==> config.mk <==
export PLATFORM = sky130hd
export DESIGN_NAME = aging_victim_tracker
export DESIGN_NICKNAME = d
export VERILOG_FILES = /design/src/rtl/aging_victim_tracker.sv
export SDC_FILE = /design/constraint.sdc
export NUM_CORES = 1
export LEC_CHECK = 0
export ABC_CLOCK_PERIOD_IN_PS = 7400
export BUFFER_PORTS_ARGS = -buffer_cell sky130_fd_sc_hd__clkbuf_2
export CORE_MARGIN = 5
export CORE_UTILIZATION = 40
export DETAILED_ROUTE_END_ITERATION = 10
export GPL_ROUTABILITY_DRIVEN = 0
export PLACE_DENSITY = 0.66
export SKIP_CTS_REPAIR_TIMING = 1
export SLEW_MARGIN = 20
export SYNTH_ARGS = -nofsm -noshare
export SYNTH_HDL_FRONTEND = slang
export SYNTH_SLANG_ARGS = --single-unit
==> constraint.sdc <==
create_clock -name clk -period 7.4 [get_ports clk]
set_input_delay 1.11 -clock clk [delete_from_list [all_inputs] [get_ports clk]]
set_output_delay 1.11 -clock clk [all_outputs]
set_load 0.02 [all_outputs]
==> src/rtl/aging_victim_tracker.sv <==
module aging_victim_tracker #(
  parameter int NUM_FRAMES = 8,
  parameter int AGE_W      = 8,
  localparam int IDX_W     = (NUM_FRAMES > 1) ? $clog2(NUM_FRAMES) : 1
) (
  input  logic             clk,
  input  logic             rst_n,
  input  logic             ref_valid,
  input  logic [IDX_W-1:0] ref_frame,
  input  logic             tick,
  input  logic             load_valid,
  input  logic [IDX_W-1:0] load_frame,
  input  logic             find_req,
  output logic             find_busy,
  output logic             find_done,
  output logic [IDX_W-1:0] victim
);

  localparam logic [IDX_W-1:0] LAST = IDX_W'(NUM_FRAMES - 1);

  logic [AGE_W-1:0]      age_q [NUM_FRAMES];
  logic [NUM_FRAMES-1:0] refb_q;
  logic [NUM_FRAMES-1:0] ref_hit, load_hit;

  logic             busy_q, done_q;
  logic [IDX_W-1:0] scan_q, best_idx_q, victim_q;
  logic [AGE_W-1:0] best_val_q;
  logic             take;

  always_comb begin
    for (int i = 0; i < NUM_FRAMES; i++) begin
      ref_hit[i]  = ref_valid  && (ref_frame  == IDX_W'(i));
      load_hit[i] = load_valid && (load_frame == IDX_W'(i));
    end
  end

  always_ff @(posedge clk or negedge rst_n) begin
    if (!rst_n) begin
      for (int i = 0; i < NUM_FRAMES; i++) age_q[i] <= '0;
      refb_q <= '0;
    end else begin
      for (int i = 0; i < NUM_FRAMES; i++) begin
        if (load_hit[i]) begin
          age_q[i]  <= '0;
          refb_q[i] <= 1'b1;
        end else if (tick) begin
          age_q[i]  <= {refb_q[i], age_q[i][AGE_W-1:1]};
          refb_q[i] <= ref_hit[i];
        end else if (ref_hit[i]) begin
          refb_q[i] <= 1'b1;
        end
      end
    end
  end

  assign take = (scan_q == '0) || (age_q[scan_q] < best_val_q);

  always_ff @(posedge clk or negedge rst_n) begin
    if (!rst_n) begin
      busy_q     <= 1'b0;
      done_q     <= 1'b0;
      scan_q     <= '0;
      best_idx_q <= '0;
      best_val_q <= '0;
      victim_q   <= '0;
    end else begin
      done_q <= 1'b0;
      if (!busy_q) begin
        if (find_req) begin
          busy_q <= 1'b1;
          scan_q <= '0;
        end
      end else begin
        if (take) begin
          best_idx_q <= scan_q;
          best_val_q <= age_q[scan_q];
        end
        if (scan_q == LAST) begin
          busy_q   <= 1'b0;
          done_q   <= 1'b1;
          victim_q <= take ? scan_q : best_idx_q;
        end else begin
          scan_q <= scan_q + 1'b1;
        end
      end
    end
  end

  assign find_busy = busy_q;
  assign find_done = done_q;
  assign victim    = victim_q;

  AST_DONE_PULSE: assert property (@(posedge clk) disable iff (!rst_n)
    find_done |=> !find_done);
  AST_DONE_AFTER_BUSY: assert property (@(posedge clk) disable iff (!rst_n)
    find_done |-> ($past(find_busy) && !find_busy));
  AST_BUSY_NO_RESTART: assert property (@(posedge clk) disable iff (!rst_n)
    (find_busy && scan_q != LAST) |=> find_busy);

  for (genvar g = 0; g < NUM_FRAMES; g++) begin : g_chk
    AST_TICK_MSB: assert property (@(posedge clk) disable iff (!rst_n)
      (tick && !load_hit[g]) |=> age_q[g][AGE_W-1] == $past(refb_q[g]));
    AST_TICK_SHIFT: assert property (@(posedge clk) disable iff (!rst_n)
      (tick && !load_hit[g]) |=> age_q[g][AGE_W-2:0] == $past(age_q[g][AGE_W-1:1]));
    AST_AGE_HOLD: assert property (@(posedge clk) disable iff (!rst_n)
      (!tick && !load_hit[g]) |=> $stable(age_q[g]));
    AST_REF_SET: assert property (@(posedge clk) disable iff (!rst_n)
      (ref_hit[g] && !tick) |=> refb_q[g]);
    AST_TICK_CLEAR: assert property (@(posedge clk) disable iff (!rst_n)
      (tick && !ref_hit[g] && !load_hit[g]) |=> !refb_q[g]);
    AST_TICK_KEEP: assert property (@(posedge clk) disable iff (!rst_n)
      (tick && ref_hit[g]) |=> refb_q[g]);
    AST_LOAD_RESET: assert property (@(posedge clk) disable iff (!rst_n)
      load_hit[g] |=> (age_q[g] == '0 && refb_q[g]));
  end

endmodule

Yosys cells after proc, flatten, opt, wreduce, memory -nomap -nowiden --
Index checks and enable logic that the tools add are counted. W data, S select, Z words.
Storage, ports and cells: register bits after elaboration 91, input bits 12, output and inout bits 5, logic and storage cells 134
Cells by class: add/subtract/negate cells 1, $lt $le $gt $ge 2, equality and inequality tests 16, multiplexer cells 52, bitwise operators 1, reduce and logical (&&, ||, !) cells 40
Operators by type and width (count):
- $mux W8 | 18
- $mux W1 | 29
- $eq A3 B3 Y1 const B | 9
- $bmux W8 S3 | 1
- $reduce_bool A3 Y1 | 8
- $reduce_bool A2 Y1 | 9
- $logic_and A1 B1 Y1 | 16
- $eq A3 B2 Y1 const B | 4
- $mux W3 | 4
- $logic_not A3 Y1 | 3
- $lt A8 B8 Y1 | 1
- $eq A3 B1 Y1 const B | 2
- $reduce_and A2 Y1 | 3
- $ge A4 B4 Y1 const B | 1
- $not A3 Y4 | 1
- $add A3 B1 Y3 const B | 1
- $ne A2 B2 Y1 const B | 1
- $logic_or A1 B1 Y1 | 1

Longest topological paths before layout --
Gate-level depths: netlist (run 1).
depth in word-level cells 7, depth in mapped cells 11, mapped depth without buffers 9

Least setup slack after synthesis (run 1) --
Ideal clock, no wire load.
kind register to register, from register scan_q[0], to register best_val_q[0], setup time 0.125 ns, arrival time 3.230 ns, required time 7.275 ns, slack 4.045 ns, stages on the path, launching flop included 12, path buffers 2, period minus slack after synthesis 3.355 ns, cells stage by stage dfrtp_1 -> buf_6 -> buf_1 -> mux4_2 -> nand2_1 -> nand2_1 -> ha_1 -> a21oi_1 -> o21ai_0 -> o2bb2ai_1 -> o21ai_4 -> mux2_2
On the way: cells in the longest elaborated chain, start to end 7, elaborated cells between the ends (all ways) 8, classes of those cells 1 x order compare; 3 x mux; 1 x bitwise; 3 x reduce/logical
Ends and longest elaborated chain:
- start: declaration | RTL line 26 | logic [IDX_W-1:0] scan_q, best_idx_q, victim_q;
- start signal: assignment | RTL line 83 | scan_q <= scan_q + 1'b1;
- $not A3 Y4 (not written as such) | RTL line 56, 76
- $bmux W8 S3 | RTL line 56, 76
- $mux W8 (not written as such) (2 in a row) | RTL line 56, 76
- $lt A8 B8 Y1 | RTL line 56 | assign take = (scan_q == '0) || (age_q[scan_q] < best_val_q);
- $logic_or A1 B1 Y1 | RTL line 56
- $reduce_and A2 Y1 (no line)
- end signal: assignment | RTL line 76 | best_val_q <= age_q[scan_q];
- end: declaration | RTL line 27 | logic [AGE_W-1:0] best_val_q;
Several ways; a longest one is shown, not always the timed one. The select of a mux whose other input is x is not followed. A chain may end at the register's enable or synchronous reset.

Final worst setup path (run 1) --
from register scan_q[0], to register best_val_q[2]
Same word-level chain as after synthesis.

==> metrics.yaml, run 1 <==
post_synthesis_net_count: 404
p_seq_share_pct: 41.5
hold_removal_path_class: "reg2reg"
layout-drive-gt1-share_pct: 12.9
switching_share_pct: 35.5
syn_area_per_cell_um2: 11.6
synth_top_cells_by_area: "dfrtp_1 (51%), mux2i_1 (15%), nor2_1 (6.3%), mux4_1 (5.3%), mux4_2 (3.6%)"
clkPwrFrac_pct: 21.0
grt_setup_unrepaired: "no"
floorplan.rows: 38
mappedNetlistArea_um2: 4430
postSynth.topFlopCell: "dfrtp_1"
worst_slew_pin_slew_ns: 1.02
comb_power_share_pct: 37.4
path_max_fanout: 21
clock_latency_ns: 0.35
cts.path.max_buffers: 2
drt-total-wl_um: 8690
max_slew_margin_pct: 31.4
cp_data_arrival_time_ns: 3.75
vias_per_cell: 5.24
routed_wire_length_per_instance_um: 16.0
number_of_cts_inserted_buffers: 9
grt_antenna_before_repair: 0
portBuffers: 16
cellPowerDensity_nw_per_um2: 347
grt_first_pass_wirelength_um: 15200
number_of_flops_mapped_to_enable_cells_by_yosys: 0
p_switching_mw: 0.602
synthDistinctLibCells: 30
flow.area_growth_from_synthesis_pct: 10.4
globalRouteTotalUtil_pct: 14.4
power.static_leakage_nw: 2.50
hold-worst-slack_ns: 0.496
clock-skew-final_ns: 0.00898
drv_cap: 0
drc: 0
cts.reportedPaths.clkPinSlew_ns: 0.08
critical_path_capture_point_type: "flip-flop"
finish.utilization_pct: 45.1
slew_viol_final: 0
required_time_at_the_endpoint_of_the_critical_path_ns: 7.64
fmax_mhz: 285
r2r_cells: 10
share_of_the_clock_period_used_by_the_worst_path_after_layout_pct: 47.5
dpl.hpwl_um: 6040
dr.pass1.iters: 4
ctsRootBufferMaster: "clkbuf_8"
postSynthCellCount: 382
worstSetupPathType: "reg2reg"
dominant_cell_by_count_in_the_synthesized_netlist: "dfrtp_1"
core_region_area_um2: 10800
grt_overflow: 0
clock_sinks: 91
worst_ir_drop_vdd_mv: 0.228
antenna_cells_inserted: 0
final-hold-violation-count: 0
run_status: "finished clean"
cell_internal_pwr_mw: 1.09
cts_htree_levels: 3
effective_utilization_at_floorplan_pct: 40.8
io_pins: 17
die_height_um: 115
ys_seq_area_share_pct: 51.4
number_of_global_route_vias_before_repair: 2942
dr.first_iter.drc_count: 123
fin_tns_setup_ns: 0
pin_count_of_the_biggest_net_entering_global_routing: 73
final-setup-viol-count: 0
yosys-top-cells-count: "dfrtp_1 (91), nor2_1 (74), mux2i_1 (66), nand2_1 (29), inv_1 (22)"
design.final.nets: 421
type_of_origin_of_the_critical_path: "flip-flop"
largest_area_contributor_in_the_netlist: "dfrtp_1"
die_area_um2: 13300
die_width_um: 115
routed-via-count: 2851
whs_path_depth: 2
ys_seq_elements: 91
clock_period_minus_final_worst_setup_slack_ns: 3.51
synthDominantCellAreaShare_pct: 51.4
cts_tree: "built"
synth_warnings: 0
postSynth.asyncResetShare_pct: 100
ant_nets: 0
[worst max-delay path, cell delays in order (launching register included)]
cell	delay [ns]
dfrtp_1	0.33
buf_4	0.33
mux4_1	0.61
nand2_1	0.08
nand2_1	0.08
ha_1	0.32
nand2_1	0.06
o21ai_0	0.49
o2bb2ai_1	0.30
o21ai_4	0.40
mux2_2	0.39
[power groups by stage]
stage                     sequential [mW]  clock (mW)  combinational, mW
after global placement              0.711           0              0.616
after global routing                0.720       0.390              0.718
final                               0.704       0.357              0.635
after CTS                           0.705       0.366              0.641
after detailed placement            0.714           0              0.638
after floorplan                     0.679           0              0.515
[path summary, 6_finish.rpt]
kind                                       start  slack [ns]                        end
setup / recovery           scan_q[0]$_DFFE_PN0P_        3.89  best_val_q[2]$_DFFE_PN0P_
max in group asynchronous                  rst_n        5.64      age_q[63]$_DFFE_PN0P_
hold reg to reg            victim[2]$_DFFE_PN0P_        0.50      victim[2]$_DFFE_PN0P_
hold / removal             victim[2]$_DFFE_PN0P_        0.50      victim[2]$_DFFE_PN0P_
setup reg to reg           scan_q[0]$_DFFE_PN0P_        3.89  best_val_q[2]$_DFFE_PN0P_
min in group asynchronous                  rst_n        0.68      victim[1]$_DFFE_PN0P_
[cell families (layout without fill, tap and decap cells)]
family                     count (synthesis)  in the layout  share of synthesized area [%]
DFF                                       91             91                           51.4
adders and majority gates                 10             10                           2.83
AOI/OAI and AO/OA                         39             39                           6.05
and+or+nand+nor                          114            114                           10.2
muxes                                     91             91                           26.2
buffers and inverters                     37             59                           3.31
[flip-flops by register name, indices dropped and copies added, names as in the netlist]
register and count:
age_q 64, best_idx_q 3, best_val_q 8, find_busy 1, find_done 1, refb_q 8
scan_q 3, victim 3
[per-layer routing]
layer	wire length [um]	up-vias	track usage [%]	part of all wire, %
met2	4160	46	22.6	48
met5	0	-	0	0
li1	-	1367	-	-
met4	114	0	3.83	1.3
met3	340	11	3.47	3.9
met1	4070	1427	20.2	47
[through the flow]
step | power, mW | instance area [um^2] | std cells | setup WS [ns]
2_1_floorplan | 1.19 | 4430 | 382 | 4.05
3_3_place_gp | 1.33 | 4650 | 527 | 4.03
3_5_place_dp | 1.35 | 4650 | 527 | 3.89
4_1_cts | 1.71 | 4860 | 543 | 3.88
5_1_grt | 1.83 | 4890 | 544 | 3.56
6_report | 1.70 | 4890 | 544 | 3.89
[layout make-up]
class | instances | area [um^2]
fillers | 1024 | 5950
flip-flops and latches | 91 | 2280
multi-input cells | 254 | 2000
well taps | 140 | 175
repair buffers | 20 | 135
clock buffers | 11 | 131
inverters | 23 | 86.3
clock inverters | 5 | 77.6
[layout by cell type (no fill, tap or decap), types with 2 or more instances in the layout]
master,netlist,layout
bufinv_16,0,2
mux4_1,9,9
nor2_1,74,74
nor3_1,3,3
nand2_1,29,29
mux2i_1,66,66
clkbuf_1,8,2
clkbuf_8,0,9
o21ai_0,15,15
clkinv_2,0,2
mux2_2,8,8
a2bb2oi_1,2,2
mux4_2,7,7
clkbuf_2,0,14
o31a_1,3,3
a21oi_1,8,8
inv_1,22,22
ha_1,10,10
buf_4,0,5
nand2b_1,3,3
a31oi_1,4,4
dfrtp_1,91,91
nor2b_1,4,4
No activity file was read; power rests on OpenSTA's default activity.
==> inputs of run 2 (changes only) <==
--- a/config.mk
+++ b/config.mk
@@ -5,7 +5,7 @@
 export SDC_FILE = /design/constraint.sdc
 export NUM_CORES = 1
 export LEC_CHECK = 0
-export ABC_CLOCK_PERIOD_IN_PS = 7400
+export ABC_CLOCK_PERIOD_IN_PS = 3410
 export BUFFER_PORTS_ARGS = -buffer_cell sky130_fd_sc_hd__clkbuf_2
 export CORE_MARGIN = 5
 export CORE_UTILIZATION = 40
==> constraint.sdc (replaced) <==
create_clock -name clk -period 3.41 [get_ports clk]
set_input_delay 0.5115 -clock clk [delete_from_list [all_inputs] [get_ports clk]]
set_output_delay 0.5115 -clock clk [all_outputs]
set_load 0.02 [all_outputs]
==> run 2 against run 1 <==
Final area is 2.0% higher. Critical path depth grew 1. Utilization rose by 0.90 points. Cell count rose by 1.3%. Sequential power grew 110%. Via count rose by 1.4%. Global-route usage is essentially flat. Clock skew increased by 0.0024 ns. Total power increased by 130%. Clock power grew to 2.6 times the previous value. Sequential share of layout area down 0.91 points. Largest power group is now combinational cells. Critical path type unchanged.
==> metrics.yaml, run 2 (synthesis gave the netlist of run 1 again) <==
run_status: "finished clean"
antenna_cells_inserted: 0
worstSetupPathType: "reg2reg"
clock-skew-final_ns: 0.0114
cts.path.max_buffers: 2
fmax_mhz: 326
worst_ir_drop_vdd_mv: 0.376
globalRouteTotalUtil_pct: 14.4
dr.first_iter.drc_count: 143
design.final.nets: 428
critical_path.startpoint: "scan_q[0]$_DFFE_PN0P_"
core_region_area_um2: 10800
top_signal_layer_used: "met4"
slack_of_the_worst_reg_to_reg_path_ns: 0.34
critical_path.most_common_cell: "nand2_1"
clock_period_minus_final_worst_setup_slack_ns: 3.07
type_of_origin_of_the_critical_path: "flip-flop"
critPathMaxStageDelay_ns: 0.57
register_with_the_highest_flop_count: "age_q"
grt_overflow: 0
cellPowerDensity_nw_per_um2: 792
drt-total-wl_um: 8740
cts_tree: "built"
place.detailed.instances: 535
endpoint: "best_val_q[2]$_DFFE_PN0P_"
die_height_um: 115
vias_per_cell: 5.25
fin_tns_setup_ns: 0
effective_utilization_at_floorplan_pct: 40.8
pin_count_of_the_biggest_net_entering_global_routing: 73
fillCellCount: 1018
routed-via-count: 2890
drc: 0
crit-reg2reg-launch: "scan_q[0]$_DFFE_PN0P_"
layout.cells.most_common: "dfrtp_1"
route.met2.wl_um: 4230
cp_data_arrival_time_ns: 3.32
die_width_um: 115
ctsRootBufferMaster: "clkbuf_8"
final-setup-viol-count: 0
layout-drive-gt1-share_pct: 14.6
grt_setup_unrepaired: "no"
flow.area_growth_from_synthesis_pct: 12.6
final-hold-violation-count: 0
path_max_fanout: 21
largest_register_ffs: 64
dr.pass1.iters: 4
floorplan.rows: 38
most-common-layout-cells: "dfrtp_1 (91), nor2_1 (74), mux2i_1 (66)"
required_time_at_the_endpoint_of_the_critical_path_ns: 3.66
drv_cap: 0
number_of_global_route_vias_before_repair: 2995
post_layout_nonfiller_instances: 551
r2r_cells: 11
number_of_cts_inserted_buffers: 9
cts_htree_levels: 3
io_pins: 17
grt_first_pass_wirelength_um: 15100
slowest_stage: "mux4_1"
reg.largest.list: "age_q (64), best_val_q (8), refb_q (8)"
clock_sinks: 91
ant_nets: 0
post_route_total_power_mw: 3.95
worst_slew_pin_slew_ns: 1.14
power.static_leakage_nw: 2.55
dpl.hpwl_um: 6060
clock_latency_ns: 0.37
portBuffers: 16
routed_wire_length_per_instance_um: 15.9
max_slew_margin_pct: 24.1
cts.reportedPaths.clkPinSlew_ns: 0.09
share_of_the_clock_period_used_by_the_worst_path_after_layout_pct: 90.1
die_area_um2: 13300
slew_viol_final: 0
critical_path_capture_point_type: "flip-flop"
hold_removal_path_class: "in2async"
grt_antenna_before_repair: 0
route.met3.wl_um: 254
worstReg2RegEnd: "best_val_q[2]$_DFFE_PN0P_"
path_cells: "buf_12 -> mux4_1 -> nand2_1 -> nand2_1 -> ha_1 -> a21oi_1 -> o21ai_0 -> buf_4 -> a2111oi_4 -> o21ai_4 -> mux2_2"
wl_met1_um: 4090
==> run 2: per-layer routing <==
layer / track usage, % / vias to the layer above
met5: 0 / -
met4: 5.63 / 0
met3: 2.21 / 13
met2: 23.5 / 50
met1: 19.5 / 1449
li1: - / 1378
==> run 2: worst max-delay path, delay by kind of cell (launching register included) <==
family	cells	cell delay, ns
buffers and inverters	2	0.35
AOI/OAI and AO/OA	4	0.83
adders and majority gates	1	0.31
DFF	1	0.38
muxes	2	0.88
and+or+nand+nor	2	0.19
==> run 2: how the worst min path moves through the flow <==
stage / from / to / slack [ns] / cells after the start
final: rst_n / scan_q[2]$_DFFE_PN0P_ / 0.01 / 1
after global routing: rst_n / scan_q[2]$_DFFE_PN0P_ / 0.02 / 1
after CTS: rst_n / scan_q[2]$_DFFE_PN0P_ / 0.003 / 1
after detailed placement: rst_n / scan_q[2]$_DFFE_PN0P_ / 0.41 / 1
after global placement: rst_n / scan_q[2]$_DFFE_PN0P_ / 0.41 / 1
after floorplan: rst_n / age_q[0]$_DFFE_PN0P_ / 0.22 / 0
==> run 2: power breakdown <==
group	switching (mW)	internal, mW	total (mW)	leakage [nW]
logic	0.780	0.742	1.52	1.23
clock network	0.371	0.560	0.931	0.128
registers	0.183	1.31	1.50	1.20
total	1.33	2.62	3.95	2.55
==> run 2: cell type report <==
type | count | area (um^2) | share of cell area, %
multi-input combinational | 254 | 2010 | 40.3
sequential | 91 | 2280 | 45.7
inverter | 23 | 86.3 | 1.73
tap | 140 | 175 | 3.51
clock buffer | 11 | 131 | 2.64
clock inverter | 5 | 125 | 2.51
timing repair buffer | 27 | 180 | 3.61
==> run 2: stage by stage <==
stage	setup slack (ns)	hold WS (ns)	util [%]	instance area, um^2
floorplan	0.0552	0.216	-	4430
global placement	0.414	0.412	43.6	4720
detailed placement	0.362	0.414	43.6	4720
CTS	0.341	0.00273	45.9	4980
global route	0.191	0.0152	46.0	4980
finish	0.339	0.0119	46.0	4980
==> inputs of run 3 (changes only) <==
--- a/config.mk
+++ b/config.mk
@@ -7,6 +7,7 @@
 export LEC_CHECK = 0
 export ABC_CLOCK_PERIOD_IN_PS = 3410
 export BUFFER_PORTS_ARGS = -buffer_cell sky130_fd_sc_hd__clkbuf_2
+export CORE_ASPECT_RATIO = 0.7
 export CORE_MARGIN = 5
 export CORE_UTILIZATION = 40
 export DETAILED_ROUTE_END_ITERATION = 10
==> run 3 against run 2 <==
Sequential share of layout area decreased by 0.57 points. Sequential cell count unchanged. Largest power group is now registers. Register-to-register slack about the same. Clock skew decreased by 0.0067 ns. Wire length increased by 9.2%.
==> metrics.yaml, run 3 (synthesis gave the netlist of run 1 again) <==
critPathMaxStageDelay_ns: 0.69
drt-total-wl_um: 9540
path_max_fanout: 13
grt_antenna_before_repair: 0
most-common-layout-cells: "dfrtp_1 (91), nor2_1 (74), mux2i_1 (66)"
worst_ir_drop_vdd_mv: 0.393
buffers_and_inverters_on_the_worst_path: 1
floorplan.rows: 32
number_of_cts_inserted_buffers: 9
critical_path.most_common_cell: "nand2_1"
run_status: "finished clean"
clock-skew-final_ns: 0.00471
slowest_stage: "dfrtp_1"
final-hold-violation-count: 0
drv_cap: 0
cts_tree: "built"
number_of_global_route_vias_before_repair: 2972
die_area_um2: 13300
ctsRootBufferMaster: "clkbuf_16"
drc: 0
dr.pass1.iters: 4
worst_slew_pin_slew_ns: 1.13
die_height_um: 98.0
flow.area_growth_from_synthesis_pct: 14.0
path_cells: "buf_4 -> mux4_2 -> nand2_1 -> nand2_1 -> ha_1 -> o211ai_1 -> a21oi_1 -> o2bb2ai_1 -> o21ai_4 -> mux2_2"
cts.reportedPaths.clkPinSlew_ns: 0.06
fin_area_um2: 5050
final-setup-viol-count: 0
r2r_cells: 10
hold-worst-slack_ns: 0.291
io_pins: 17
max_slew_margin_pct: 24.8
share_of_the_clock_period_used_by_the_worst_path_after_layout_pct: 89.9
fin_tns_setup_ns: 0
cp.depth: 10
antenna_cells_inserted: 0
clock_period_minus_final_worst_setup_slack_ns: 3.07
cp_top_family: "compound AO/OA/AOI/OAI gates"
cellPowerDensity_nw_per_um2: 809
routed_wire_length_per_instance_um: 17.0
portBuffers: 16
layout.cells.most_common: "dfrtp_1"
dpl.hpwl_um: 6520
fmax_mhz: 326
layout-drive-gt1-share_pct: 14.6
grt_overflow: 0
grt_first_pass_wirelength_um: 15800
required_time_at_the_endpoint_of_the_critical_path_ns: 3.64
largest_register_ffs: 64
type_of_origin_of_the_critical_path: "flip-flop"
placed_area_um2: 4720
reg.largest.list: "age_q (64), best_val_q (8), refb_q (8)"
ant_nets: 0
register_with_the_highest_flop_count: "age_q"
effective_utilization_at_floorplan_pct: 40.5
worstSetupPathType: "reg2reg"
cp_data_arrival_time_ns: 3.29
design.final.nets: 427
clock_latency_ns: 0.34
dr.first_iter.drc_count: 140
pin_count_of_the_biggest_net_entering_global_routing: 73
hold_removal_path_class: "in2async"
cts.path.max_buffers: 2
power.static_leakage_nw: 2.58
critical_path_capture_point_type: "flip-flop"
clock_sinks: 91
core_region_area_um2: 10900
die_width_um: 136
globalRouteTotalUtil_pct: 15.3
fillCellCount: 1008
cts_htree_levels: 3
vias_per_cell: 5.15
slew_viol_final: 0
grt_setup_unrepaired: "no"
routed-via-count: 2898
[run 3: changes by cell type in the layout (fill, tap and decap cells not counted), sizes merged]
cell    delta
bufinv     -2
clkinv     +2
buf        -1
[run 3: power by group]
group / internal (mW) / switching [mW] / leakage, nW / total, mW
sequential: 1.32 / 0.218 / 1.20 / 1.53
combinational: 0.710 / 0.755 / 1.22 / 1.47
clock: 0.678 / 0.407 / 0.165 / 1.08
total: 2.70 / 1.38 / 2.58 / 4.08
[run 3: layout make-up]
class,instances,area (um^2),share of cell area (%)
clock buffers,11,253,5.01
clock inverters,5,75.1,1.49
inverters,23,86.3,1.71
multi-input cells,254,2000,39.7
flip-flops and latches,91,2280,45.1
well taps,153,191,3.79
repair buffers,26,160,3.17
[run 3: through the flow]
stage          setup slack (ns)  cells  power [mW]  util [%]
5_1_grt                   0.155    563        4.34      46.2
2_1_floorplan            0.0552    382        2.59         -
3_3_place_gp              0.451    547        2.95      43.2
3_5_place_dp              0.357    547        3.02      43.2
6_report                  0.345    563        4.08      46.2
4_1_cts                   0.335    563        4.12      46.2
[run 3: worst register-to-register path, cell delays in order (launching register included)]
cell and delay [ns]:
dfrtp_1 0.69, buf_4 0.25, mux4_2 0.30, nand2_1 0.09, nand2_1 0.08, ha_1 0.35, o211ai_1 0.10, a21oi_1 0.19
o2bb2ai_1 0.14, o21ai_4 0.35, mux2_2 0.39
[run 3: per-layer routing]
metal  up-vias  wire length (um)  global-route usage, %
met2        50              4250                   22.0
met3        12               430                   4.22
met4         0               150                   5.11
met5         -                 0                      0
met1      1454              4710                   22.5
li1       1382                 -                      -
[run 3: path summary, 6_finish.rpt]
check / end / slack, ns / from
max: best_val_q[2]$_DFFE_PN0P_ / 0.34 / scan_q[1]$_DFFE_PN0P_
min: age_q[26]$_DFFE_PN0P_ / 0.29 / rst_n
max reg2reg: best_val_q[2]$_DFFE_PN0P_ / 0.34 / scan_q[1]$_DFFE_PN0P_
min reg2reg: victim[2]$_DFFE_PN0P_ / 0.49 / victim[2]$_DFFE_PN0P_
max in group asynchronous: best_val_q[6]$_DFFE_PN0P_ / 2.37 / rst_n
min in group clk: find_busy$_DFF_PN0_ / 0.45 / find_req
